<file path="src/rtl/ocmp_pkg.sv">
package ocmp_pkg;
  typedef enum logic [1:0] {
    OC_HOLD   = 2'b00,
    OC_SET    = 2'b01,
    OC_CLEAR  = 2'b10,
    OC_TOGGLE = 2'b11
  } oc_mode_e;
endpackage

</file>
<file path="src/rtl/ocmp_rst_sync.sv">
module ocmp_rst_sync #(
  parameter int STAGES = 2
) (
  input  logic clk_i,
  input  logic rst_ni,
  output logic rst_no
);
  logic [STAGES-1:0] chain_q;
  logic [STAGES-1:0] chain_d;

  always_comb begin
    chain_d = {chain_q[STAGES-2:0], 1'b1};
  end

  always_ff @(posedge clk_i or negedge rst_ni) begin
    if (!rst_ni) chain_q <= '0;
    else         chain_q <= chain_d;
  end

  assign rst_no = chain_q[STAGES-1];
endmodule

</file>
<file path="src/rtl/ocmp_counter.sv">
module ocmp_counter #(
  parameter int CNT_W = 16
) (
  input  logic             clk_i,
  input  logic             rst_ni,
  input  logic             tick_i,
  input  logic [CNT_W-1:0] reload_i,
  output logic [CNT_W-1:0] cnt_o,
  output logic             fresh_o,
  output logic             wrap_o
);
  logic [CNT_W-1:0] cnt_q, cnt_d;
  logic             fresh_q, fresh_d;
  logic             at_top;

  always_comb begin
    at_top  = (cnt_q >= reload_i);
    wrap_o  = tick_i && at_top;
    cnt_d   = cnt_q;
    if (tick_i) begin
      if (at_top) cnt_d = '0;
      else        cnt_d = CNT_W'(cnt_q + 1'b1);
    end
    fresh_d = tick_i;
  end

  always_ff @(posedge clk_i or negedge rst_ni) begin
    if (!rst_ni) begin
      cnt_q   <= '0;
      fresh_q <= 1'b0;
    end else begin
      cnt_q   <= cnt_d;
      fresh_q <= fresh_d;
    end
  end

  assign cnt_o   = cnt_q;
  assign fresh_o = fresh_q;

  p_wrap_zero_r1: assert property (@(posedge clk_i) disable iff (!rst_ni)
    (tick_i && cnt_q >= reload_i) |=> (cnt_q == '0));
  p_hold_idle_r1: assert property (@(posedge clk_i) disable iff (!rst_ni)
    !tick_i |=> ($stable(cnt_q) && !fresh_q));
endmodule

</file>
<file path="src/rtl/ocmp_cmp_store.sv">
module ocmp_cmp_store #(
  parameter int CNT_W = 16
) (
  input  logic             clk_i,
  input  logic             rst_ni,
  input  logic             wr_i,
  input  logic [CNT_W-1:0] wdata_i,
  input  logic             shadow_i,
  input  logic             wrap_i,
  output logic [CNT_W-1:0] live_o
);
  logic [CNT_W-1:0] live_q, live_d;
  logic [CNT_W-1:0] hold_q, hold_d;
  logic             pend_q, pend_d;

  always_comb begin
    live_d = live_q;
    hold_d = hold_q;
    pend_d = pend_q;
    if (wrap_i && pend_q) begin
      live_d = hold_q;
      pend_d = 1'b0;
    end
    if (wr_i) begin
      if (shadow_i) begin
        hold_d = wdata_i;
        pend_d = 1'b1;
      end else begin
        live_d = wdata_i;
      end
    end
  end

  always_ff @(posedge clk_i or negedge rst_ni) begin
    if (!rst_ni) begin
      live_q <= '0;
      hold_q <= '0;
      pend_q <= 1'b0;
    end else begin
      live_q <= live_d;
      hold_q <= hold_d;
      pend_q <= pend_d;
    end
  end

  assign live_o = live_q;

  p_direct_write_r11: assert property (@(posedge clk_i) disable iff (!rst_ni)
    (wr_i && !shadow_i) |=> (live_q == $past(wdata_i)));
  p_buffer_waits_r12: assert property (@(posedge clk_i) disable iff (!rst_ni)
    (!(wr_i && !shadow_i) && !wrap_i) |=> $stable(live_q));
endmodule

</file>
<file path="src/rtl/ocmp_out_stage.sv">
module ocmp_out_stage
  import ocmp_pkg::*;
#(
  parameter int CNT_W = 16
) (
  input  logic             clk_i,
  input  logic             rst_ni,
  input  logic [CNT_W-1:0] cnt_i,
  input  logic             fresh_i,
  input  logic [CNT_W-1:0] cmp_i,
  input  logic [1:0]       mode_i,
  input  logic             flag_clr_i,
  output logic             ref_o,
  output logic             flag_o
);
  oc_mode_e mode;
  logic     hit;
  logic     ref_q, ref_d;
  logic     flag_q, flag_d;

  always_comb begin
    mode = oc_mode_e'(mode_i);
    hit  = fresh_i && (cnt_i == cmp_i);
    ref_d = ref_q;
    if (hit) begin
      case (mode)
        OC_SET:    ref_d = 1'b1;
        OC_CLEAR:  ref_d = 1'b0;
        OC_TOGGLE: ref_d = ~ref_q;
        default:   ref_d = ref_q;
      endcase
    end
    flag_d = flag_q;
    if (flag_clr_i) flag_d = 1'b0;
    if (hit)        flag_d = 1'b1;
  end

  always_ff @(posedge clk_i or negedge rst_ni) begin
    if (!rst_ni) begin
      ref_q  <= 1'b0;
      flag_q <= 1'b0;
    end else begin
      ref_q  <= ref_d;
      flag_q <= flag_d;
    end
  end

  assign ref_o  = ref_q;
  assign flag_o = flag_q;

  p_match_flag_r2: assert property (@(posedge clk_i) disable iff (!rst_ni)
    (fresh_i && cnt_i == cmp_i) |=> flag_q);
  p_set_high_r3: assert property (@(posedge clk_i) disable iff (!rst_ni)
    (fresh_i && cnt_i == cmp_i && mode_i == 2'b01) |=> ref_q);
  p_clear_low_r4: assert property (@(posedge clk_i) disable iff (!rst_ni)
    (fresh_i && cnt_i == cmp_i && mode_i == 2'b10) |=> !ref_q);
  p_toggle_flip_r5: assert property (@(posedge clk_i) disable iff (!rst_ni)
    (fresh_i && cnt_i == cmp_i && mode_i == 2'b11) |=> (ref_q != $past(ref_q)));
  p_hold_level_r6: assert property (@(posedge clk_i) disable iff (!rst_ni)
    (!(fresh_i && cnt_i == cmp_i) || mode_i == 2'b00) |=> $stable(ref_q));
  p_clear_flag_r8: assert property (@(posedge clk_i) disable iff (!rst_ni)
    (flag_clr_i && !(fresh_i && cnt_i == cmp_i)) |=> !flag_q);
endmodule

</file>
<file path="src/rtl/ocmp_channel.sv">
module ocmp_channel #(
  parameter int CNT_W = 16
) (
  input  logic             clk_i,
  input  logic             rst_ni,
  input  logic             tick_i,
  input  logic [CNT_W-1:0] reload_i,
  input  logic             cmp_wr_i,
  input  logic [CNT_W-1:0] cmp_data_i,
  input  logic             shadow_en_i,
  input  logic [1:0]       mode_i,
  input  logic             pol_i,
  input  logic             out_en_i,
  input  logic             irq_en_i,
  input  logic             dma_en_i,
  input  logic             flag_clr_i,
  output logic [CNT_W-1:0] count_o,
  output logic             flag_o,
  output logic             irq_o,
  output logic             dma_o,
  output logic             pin_o
);
  logic             rst_n_s;
  logic [CNT_W-1:0] cnt;
  logic             fresh;
  logic             wrap;
  logic [CNT_W-1:0] live_cmp;
  logic             ref_lvl;
  logic             flag;

  ocmp_rst_sync #(.STAGES(2)) u_rst (
    .clk_i  (clk_i),
    .rst_ni (rst_ni),
    .rst_no (rst_n_s)
  );

  ocmp_counter #(.CNT_W(CNT_W)) u_cnt (
    .clk_i    (clk_i),
    .rst_ni   (rst_n_s),
    .tick_i   (tick_i),
    .reload_i (reload_i),
    .cnt_o    (cnt),
    .fresh_o  (fresh),
    .wrap_o   (wrap)
  );

  ocmp_cmp_store #(.CNT_W(CNT_W)) u_cmp (
    .clk_i    (clk_i),
    .rst_ni   (rst_n_s),
    .wr_i     (cmp_wr_i),
    .wdata_i  (cmp_data_i),
    .shadow_i (shadow_en_i),
    .wrap_i   (wrap),
    .live_o   (live_cmp)
  );

  ocmp_out_stage #(.CNT_W(CNT_W)) u_out (
    .clk_i      (clk_i),
    .rst_ni     (rst_n_s),
    .cnt_i      (cnt),
    .fresh_i    (fresh),
    .cmp_i      (live_cmp),
    .mode_i     (mode_i),
    .flag_clr_i (flag_clr_i),
    .ref_o      (ref_lvl),
    .flag_o     (flag)
  );

  always_comb begin
    count_o = cnt;
    flag_o  = flag;
    irq_o   = flag && irq_en_i;
    dma_o   = flag && dma_en_i;
    pin_o   = out_en_i ? (ref_lvl ^ pol_i) : pol_i;
  end

  p_zero_match_r2: assert property (@(posedge clk_i) disable iff (!rst_n_s)
    (fresh && cnt == '0 && live_cmp == '0) |=> flag_o);
  p_disabled_pin_r10: assert property (@(posedge clk_i) disable iff (!rst_n_s)
    (!out_en_i && !$past(ref_lvl)) |-> (pin_o == pol_i));
endmodule

</file>
<file path="config.mk">
export PLATFORM = sky130hd
export DESIGN_NAME = ocmp_channel
export DESIGN_NICKNAME = d
export VERILOG_FILES = /design/src/rtl/ocmp_pkg.sv /design/src/rtl/ocmp_rst_sync.sv /design/src/rtl/ocmp_counter.sv /design/src/rtl/ocmp_cmp_store.sv /design/src/rtl/ocmp_out_stage.sv /design/src/rtl/ocmp_channel.sv
export SDC_FILE = /design/constraint.sdc
export NUM_CORES = 1
export LEC_CHECK = 0
export CORE_UTILIZATION = 52
export CTS_BUF_LIST = sky130_fd_sc_hd__clkbuf_8 sky130_fd_sc_hd__clkbuf_16
export CTS_CLUSTER_DIAMETER = 100
export DETAILED_ROUTE_END_ITERATION = 10
export HOLD_SLACK_MARGIN = 0.06
export PLACE_DENSITY = 0.87
export SLEW_MARGIN = 20
export SYNTH_ARGS = -nofsm -noshare
export SYNTH_HDL_FRONTEND = slang
export SYNTH_HIERARCHICAL = 1
export SYNTH_SLANG_ARGS = --single-unit
export TNS_END_PERCENT = 50
</file>
<file path="constraint.sdc">
create_clock -name clk_i -period 2.2 [get_ports clk_i]
set_clock_uncertainty 0.15 [all_clocks]
set_input_delay 0.44 -clock clk_i [delete_from_list [all_inputs] [get_ports clk_i]]
set_output_delay 0.44 -clock clk_i [all_outputs]
set_load 0.03 [all_outputs]
</file>
# --- After elaboration in Yosys (flattened, before gate mapping) ---
# Index checks and enable logic that the tools add are counted.
totals:
  reg_bits: 54
  out_inout_bits: 20
  input_bits: 44
  wordCells: 36
classes:
  bitwise: 2
  mux: 11
  order_cmp: 1
  reduce_logical: 9
  eq_ne: 4
  addsub: 1
op_table:
  columns: ["cell", "count"]
  rows:
  - ["16-bit two-way mux", 4]
  - ["16-bit by 1-bit adder with 16-bit output (second input constant)", 1]
  - ["16-bit == test", 1]
  - ["16-bit >= comparator", 1]
  - ["1-bit two-way mux", 6]
  - ["1-bit logical AND", 5]
  - ["2-bit == test (second input constant)", 2]
  - ["2-bit AND reduction", 2]
  - ["1-bit one-hot mux with 3 select lines", 1]
  - ["3-bit nonzero test", 1]
  - ["2-bit by 1-bit == test with 1-bit output (second input constant)", 1]
  - ["2-bit nonzero test", 1]
  - ["1-bit NOT", 1]
  - ["1-bit XOR", 1]

# --- Longest topological paths before layout ---
depth:
  depth_word: 6
  mapped_depth: 11
  mapped_depth_nobuf: 8

# --- Modules after synthesis ---
# Netlist, hierarchy kept.
modules_own_cells:
  columns: ["mod", "cells_per_inst", "seq_area_each_um2", "instances", "area_per_inst_um2"]
  rows:
  - ["ocmp_cmp_store", 131, 825.8, 1, 1602.8]
  - ["ocmp_counter", 135, 425.4, 1, 1323.8]
  - ["ocmp_out_stage", 29, 50.0, 1, 267.8]
  - ["ocmp_rst_sync", 3, 50.0, 1, 53.8]
  - ["ocmp_channel", 4, 0.0, 1, 25.0]

# --- Worst setup path after synthesis ---
# Ideal clock, no wire load.
synth_timing:
  path_type: "register to register"
  start: "register u_cnt.cnt_q[0], in the netlist u_cnt/cnt_o[0]"
  end: "register u_cmp.live_q[10], in the netlist u_cmp/live_o[10]"
  stages_incl_launch_ff: 12
  required_time_ns: 1.968
  n_path_buf: 3
  t_arrival_ns: 2.549
  setup_ns: 0.082
  path_slack_ns: -0.581
  synth_period_minus_slack_ns: 2.781
  cell_sequence: "dfrtp_1 -> inv_1 -> ha_1 -> nand2b_4 -> a2111oi_4 -> nand3b_2 -> a31oi_4 -> buf_6 -> clkbuf_1 -> buf_2 -> a21bo_2 -> a31oi_1"
synth_between:
  elab_chain_cells: 6
synth_lines:
  columns: ["item", "line_no", "text"]
  rows:
  - ["start, declared", "ocmp_counter.sv:12", "logic [CNT_W-1:0] cnt_q, cnt_d;"]
  - ["start signal, assigned", "ocmp_counter.sv:32", "cnt_q <= cnt_d;"]
  - ["16-bit >= comparator (*)", "ocmp_counter.sv:17", "at_top = (cnt_q >= reload_i);"]
  - ["1-bit logical AND (*)", "ocmp_counter.sv:18", "wrap_o = tick_i && at_top;"]
  - ["via wrap", "ocmp_channel.sv:26", "logic wrap;"]
  - ["1-bit logical AND (*)", "ocmp_cmp_store.sv:20", "if (wrap_i && pend_q) begin"]
  - ["16-bit two-way mux (*)", "ocmp_cmp_store.sv:20", null]
  - ["16-bit two-way mux", "ocmp_cmp_store.sv:25", "if (shadow_i) begin"]
  - ["16-bit two-way mux (*)", "ocmp_cmp_store.sv:24", "if (wr_i) begin"]
  - ["via u_cmp.live_d[10]", "ocmp_cmp_store.sv:12", "logic [CNT_W-1:0] live_q, live_d;"]
  - ["end signal, assigned", "ocmp_cmp_store.sv:40", "live_q <= live_d;"]
  - ["end, declared", "ocmp_cmp_store.sv:12", null]
# Mark *: on every way through the listed nets, which the timed path passes. The rest lies on a longest branch.
# A chain may end at the register's enable or synchronous reset.

# --- Final worst setup path ---
layout_timing:
  start: "register u_cnt.cnt_q[0], in the netlist u_cnt/cnt_o[0]"
  end: "register u_cmp.live_q[11], in the netlist u_cmp/live_o[11]"
# Same word-level chain as after synthesis.

==> results.md <==
* Fill count at 358
* IO Count at 64
* Most instantiated cells after synthesis: 54 x dfrtp_1, 23 x inv_1, 23 x nand3_1, 18 x xnor2_1
* IO buf count at 63
* Hold WC Path Type: input port to asynchronous set/reset pin
* Slack of the critical path at -286 ps
* Number of hold violations in the final report at 0
* Critical path arrival at 2570 ps
* CTS tree: yes
* Worst-case reg-to-reg path depth at 11
* Global-route wire length before repair at 13.5 mm
* Area fraction of the dominant cell type after synthesis at 0.413
* Die width at 81.3 um
* Number of synthesized flops with an enable pin at 0
* Number of search-and-repair iterations in the first detailed-routing pass at 4
* Synthesized flop and latch total at 54
* Mapped Area at 0.00327 mm2
* DIE AREA at 0.00662 mm2
* Number of placement rows at 28
* Total of endpoints with negative setup slack in the final report at 25
* Internal power of the cells at 0.00190 W
* Half-perimeter wire length after detailed placement at 5.50 mm
* Total gr overflow at 0
* Level count of the clock H-tree at 2
* Vertical extent of the die at 81.3 um
* Number of DRC violations after detailed routing at 0
* Antenna violation net count after detailed routing at 0
* Count of warnings emitted by yosys at 6
* Initial standard-cell utilization of the core at 0.546
* Total power divided by cell area at 592 mW/mm2
* Post-Route Utilization at 0.806
* RSZ-0062 raised after global routing: true
* Area growth syn-to-layout at 47.6%
* Multi-input gate area in the final layout at 0.00203 mm2
* Average footprint of a synthesized cell at 10.8 um2
* Per-cell routed wire length at 18.2 um
* Proportion of register bits with asynchronous set or reset after synthesis at 1.00
* Overall Global Routing Usage at 0.273
* Total length of routed wires at 8.79 mm
* Number of global-route vias before repair at 2829
* Via Count at 2729
* Max frequency at 402 MHz
* Standard cell core area at 0.00599 mm2
* Total number of clock tree sinks at 54
* Proportion of power drawn by flip-flops and latches at 0.432
* Run status: complete, but fails checks
* Clock-pin slew of the registers on the worst-case setup and hold paths at 110 ps
* Leakage component of the power at 2.12 nW
* Gate count after technology mapping at 302
* Slew Limit Headroom at 0.537
* Worst setup path category: register to register
* Logic gate share of total power at 0.368
* Root Buffer Master: clkbuf_8
* Fin nets at 467
* Iteration-0 DRC Markers at 195
* Fraction of final layout cells with drive strength greater than 1 at 0.418
* Largest fanout on the critical path at 5
* Most used standard cell by instance count after synthesis: dfrtp_1
* Leading area contributor after synthesis: dfrtp_1
* Antenna violations before repair at 0
* Final critical-path share of the clock period at 1.13
* Startpoint type of the worst setup path: register
* TritonCTS Buffers at 5
* Switching Fraction at 0.334
* Number of distinct library cells after synthesis at 45
* Switching pwr at 0.000954 W
* Top cells by area in the synthesized netlist: dfrtp_1 41%, ha_1 6.5%, xnor2_1 4.8%
* Max-slew violation total from the final report at 0
* Clock insertion delay at the later pin of the skew report at 310 ps
* Post-DR vias/cell at 5.66
* Clock network fraction of design power at 0.200
* Sequential cell area at 0.00137 mm2
* Failing checks: negative setup slack
* Endpoint kind of the worst setup timing path: register
* Sequential share of the synthesized area at 0.413
* Reg-to-Reg End: u_cmp/live_o[11]$_DFF_PN0_
* R2r startpoint: u_cnt/cnt_o[0]$_DFFE_PN0P_
* Final GP Congestion at 0.846
* Worst-case clock buffer depth at 2
* Count of maximum capacitance violations at 0
* Setup slack, reg-to-reg at -290 ps
* Max rail drop VDD at 0.497 mV
* Pin count of the biggest net entering global routing at 34
* Transition at the pin with the smallest max-transition slack at 694 ps
* Dominant register cell in the synthesized netlist: dfrtp_1
* Tmin final at 2490 ps
* Synth Net Count at 363
* Worst setup slack before clock tree synthesis at -609 ps
* Ant diodes at 0
* Worst Path Required at 2290 ps
-- worst max path at each step --
stage	start	to	slack, ps	cells after the start
after CTS	u_cnt/cnt_o[0]$_DFFE_PN0P_	u_cmp/live_o[11]$_DFF_PN0_	-190	11
final	u_cnt/cnt_o[0]$_DFFE_PN0P_	u_cmp/live_o[11]$_DFF_PN0_	-290	11
after floorplan	u_cnt/cnt_o[0]$_DFFE_PN0P_	u_cmp/live_o[10]$_DFF_PN0_	-290	11
after global placement	reload_i[9]	u_cmp/live_o[15]$_DFF_PN0_	-530	10
after global routing	u_cnt/cnt_o[0]$_DFFE_PN0P_	u_cmp/live_o[11]$_DFF_PN0_	-340	11
after detailed placement	reload_i[9]	u_cmp/live_o[0]$_DFF_PN0_	-610	10
-- layout make-up --
class | instances | share of cell area
Timing Repair Buffer | 112 | 0.240
Tap cell | 75 | 0.0194
Multi-Input combinational cell | 210 | 0.420
Sequential cell | 54 | 0.284
Clock buffer | 5 | 0.0142
Clock inverter | 3 | 0.00440
Inverter | 23 | 0.0179
-- critical path, stage by stage (launching register included) --
cell and delay [ps]:
dfrtp_2 430, inv_2 90, ha_4 210, nand2b_4 140, a2111oi_4 280, nand3b_4 200
a31oi_4 90, buf_12 160, buf_12 130, buf_16 130, a21bo_2 200, a31oi_2 180
-- flip-flops by register name, summed over array words and instances (netlist names) --
name           flops
u_cmp/hold_q      16
u_cmp/live_o      16
u_cmp/pend_q       1
u_cnt/cnt_o       16
u_cnt/fresh_o      1
u_out/flag_o       1
u_out/ref_o        1
u_rst/chain_q      2
-- power groups by stage --
stage / sequential [W] / combinational [W] / clock [W]
detailed placement: 0.00123 / 0.000937 / 0
global route: 0.00125 / 0.00112 / 0.000616
finish: 0.00123 / 0.00105 / 0.000571
global placement: 0.00122 / 0.000908 / 0
CTS: 0.00122 / 0.00101 / 0.000573
floorplan: 0.00136 / 0.000432 / 0
-- per-stage QoR --
| step | power [W] | TNS (ps) | instances | instance area (um2) | hold WS, ps |
|---|---|---|---|---|---|
| finish | 0.00286 | -3840 | 482 | 4830 | 127 |
| global route | 0.00299 | -6080 | 482 | 4830 | 130 |
| CTS | 0.00281 | -2070 | 480 | 4700 | 123 |
| detailed placement | 0.00217 | -17350 | 458 | 4280 | 50.5 |
| global placement | 0.00213 | -15820 | 458 | 4280 | 36.1 |
| floorplan | 0.00179 | -4620 | 302 | 3420 | -5.59 |
-- metal layers --
layer	track usage	vias to the layer above	share of wire
met5	0	-	0
met4	0.129	0	0.035
met3	0.0483	24	0.050
met2	0.486	109	0.52
met1	0.315	1317	0.39
li1	-	1279	-
-- cell families (layout without fill, tap and decap cells) --
logic type / count (synthesis) / count (layout) / share of synthesized area
and+or+nand+nor: 97 / 97 / 0.198
DFF: 54 / 54 / 0.413
AOI/OAI and AO/OA: 48 / 48 / 0.121
buffers and inverters: 38 / 143 / 0.0531
xor gates and xnor gates: 30 / 30 / 0.0803
adders and majority gates: 17 / 17 / 0.0650
muxes: 17 / 17 / 0.0684
other: 1 / 1 / 0.00115
-- timing repair --
item                                    in CTS  in global routing
hold endpoints to repair                     8                  0
resized for setup                           47                 23
hold buffers                                 2                  0
pin swaps                                   12                 19
cloned                                       5                  1
endpoints found under the setup margin      30                 31
setup buffers                                7                  1
-- placed cells by master (no fill, tap or decap), types with 13 or more instances in the layout --
cell	count
clkdlybuf4s50_1	43
dfrtp_1	39
buf_4	38
xnor2_1	18
nor3b_1	16
a21bo_2	15
nand3_1	15
dfrtp_2	15
dlygate4sd2_1	14
inv_1	13
a31oi_1	13
Note: power is estimated with default switching activity, not from simulation.
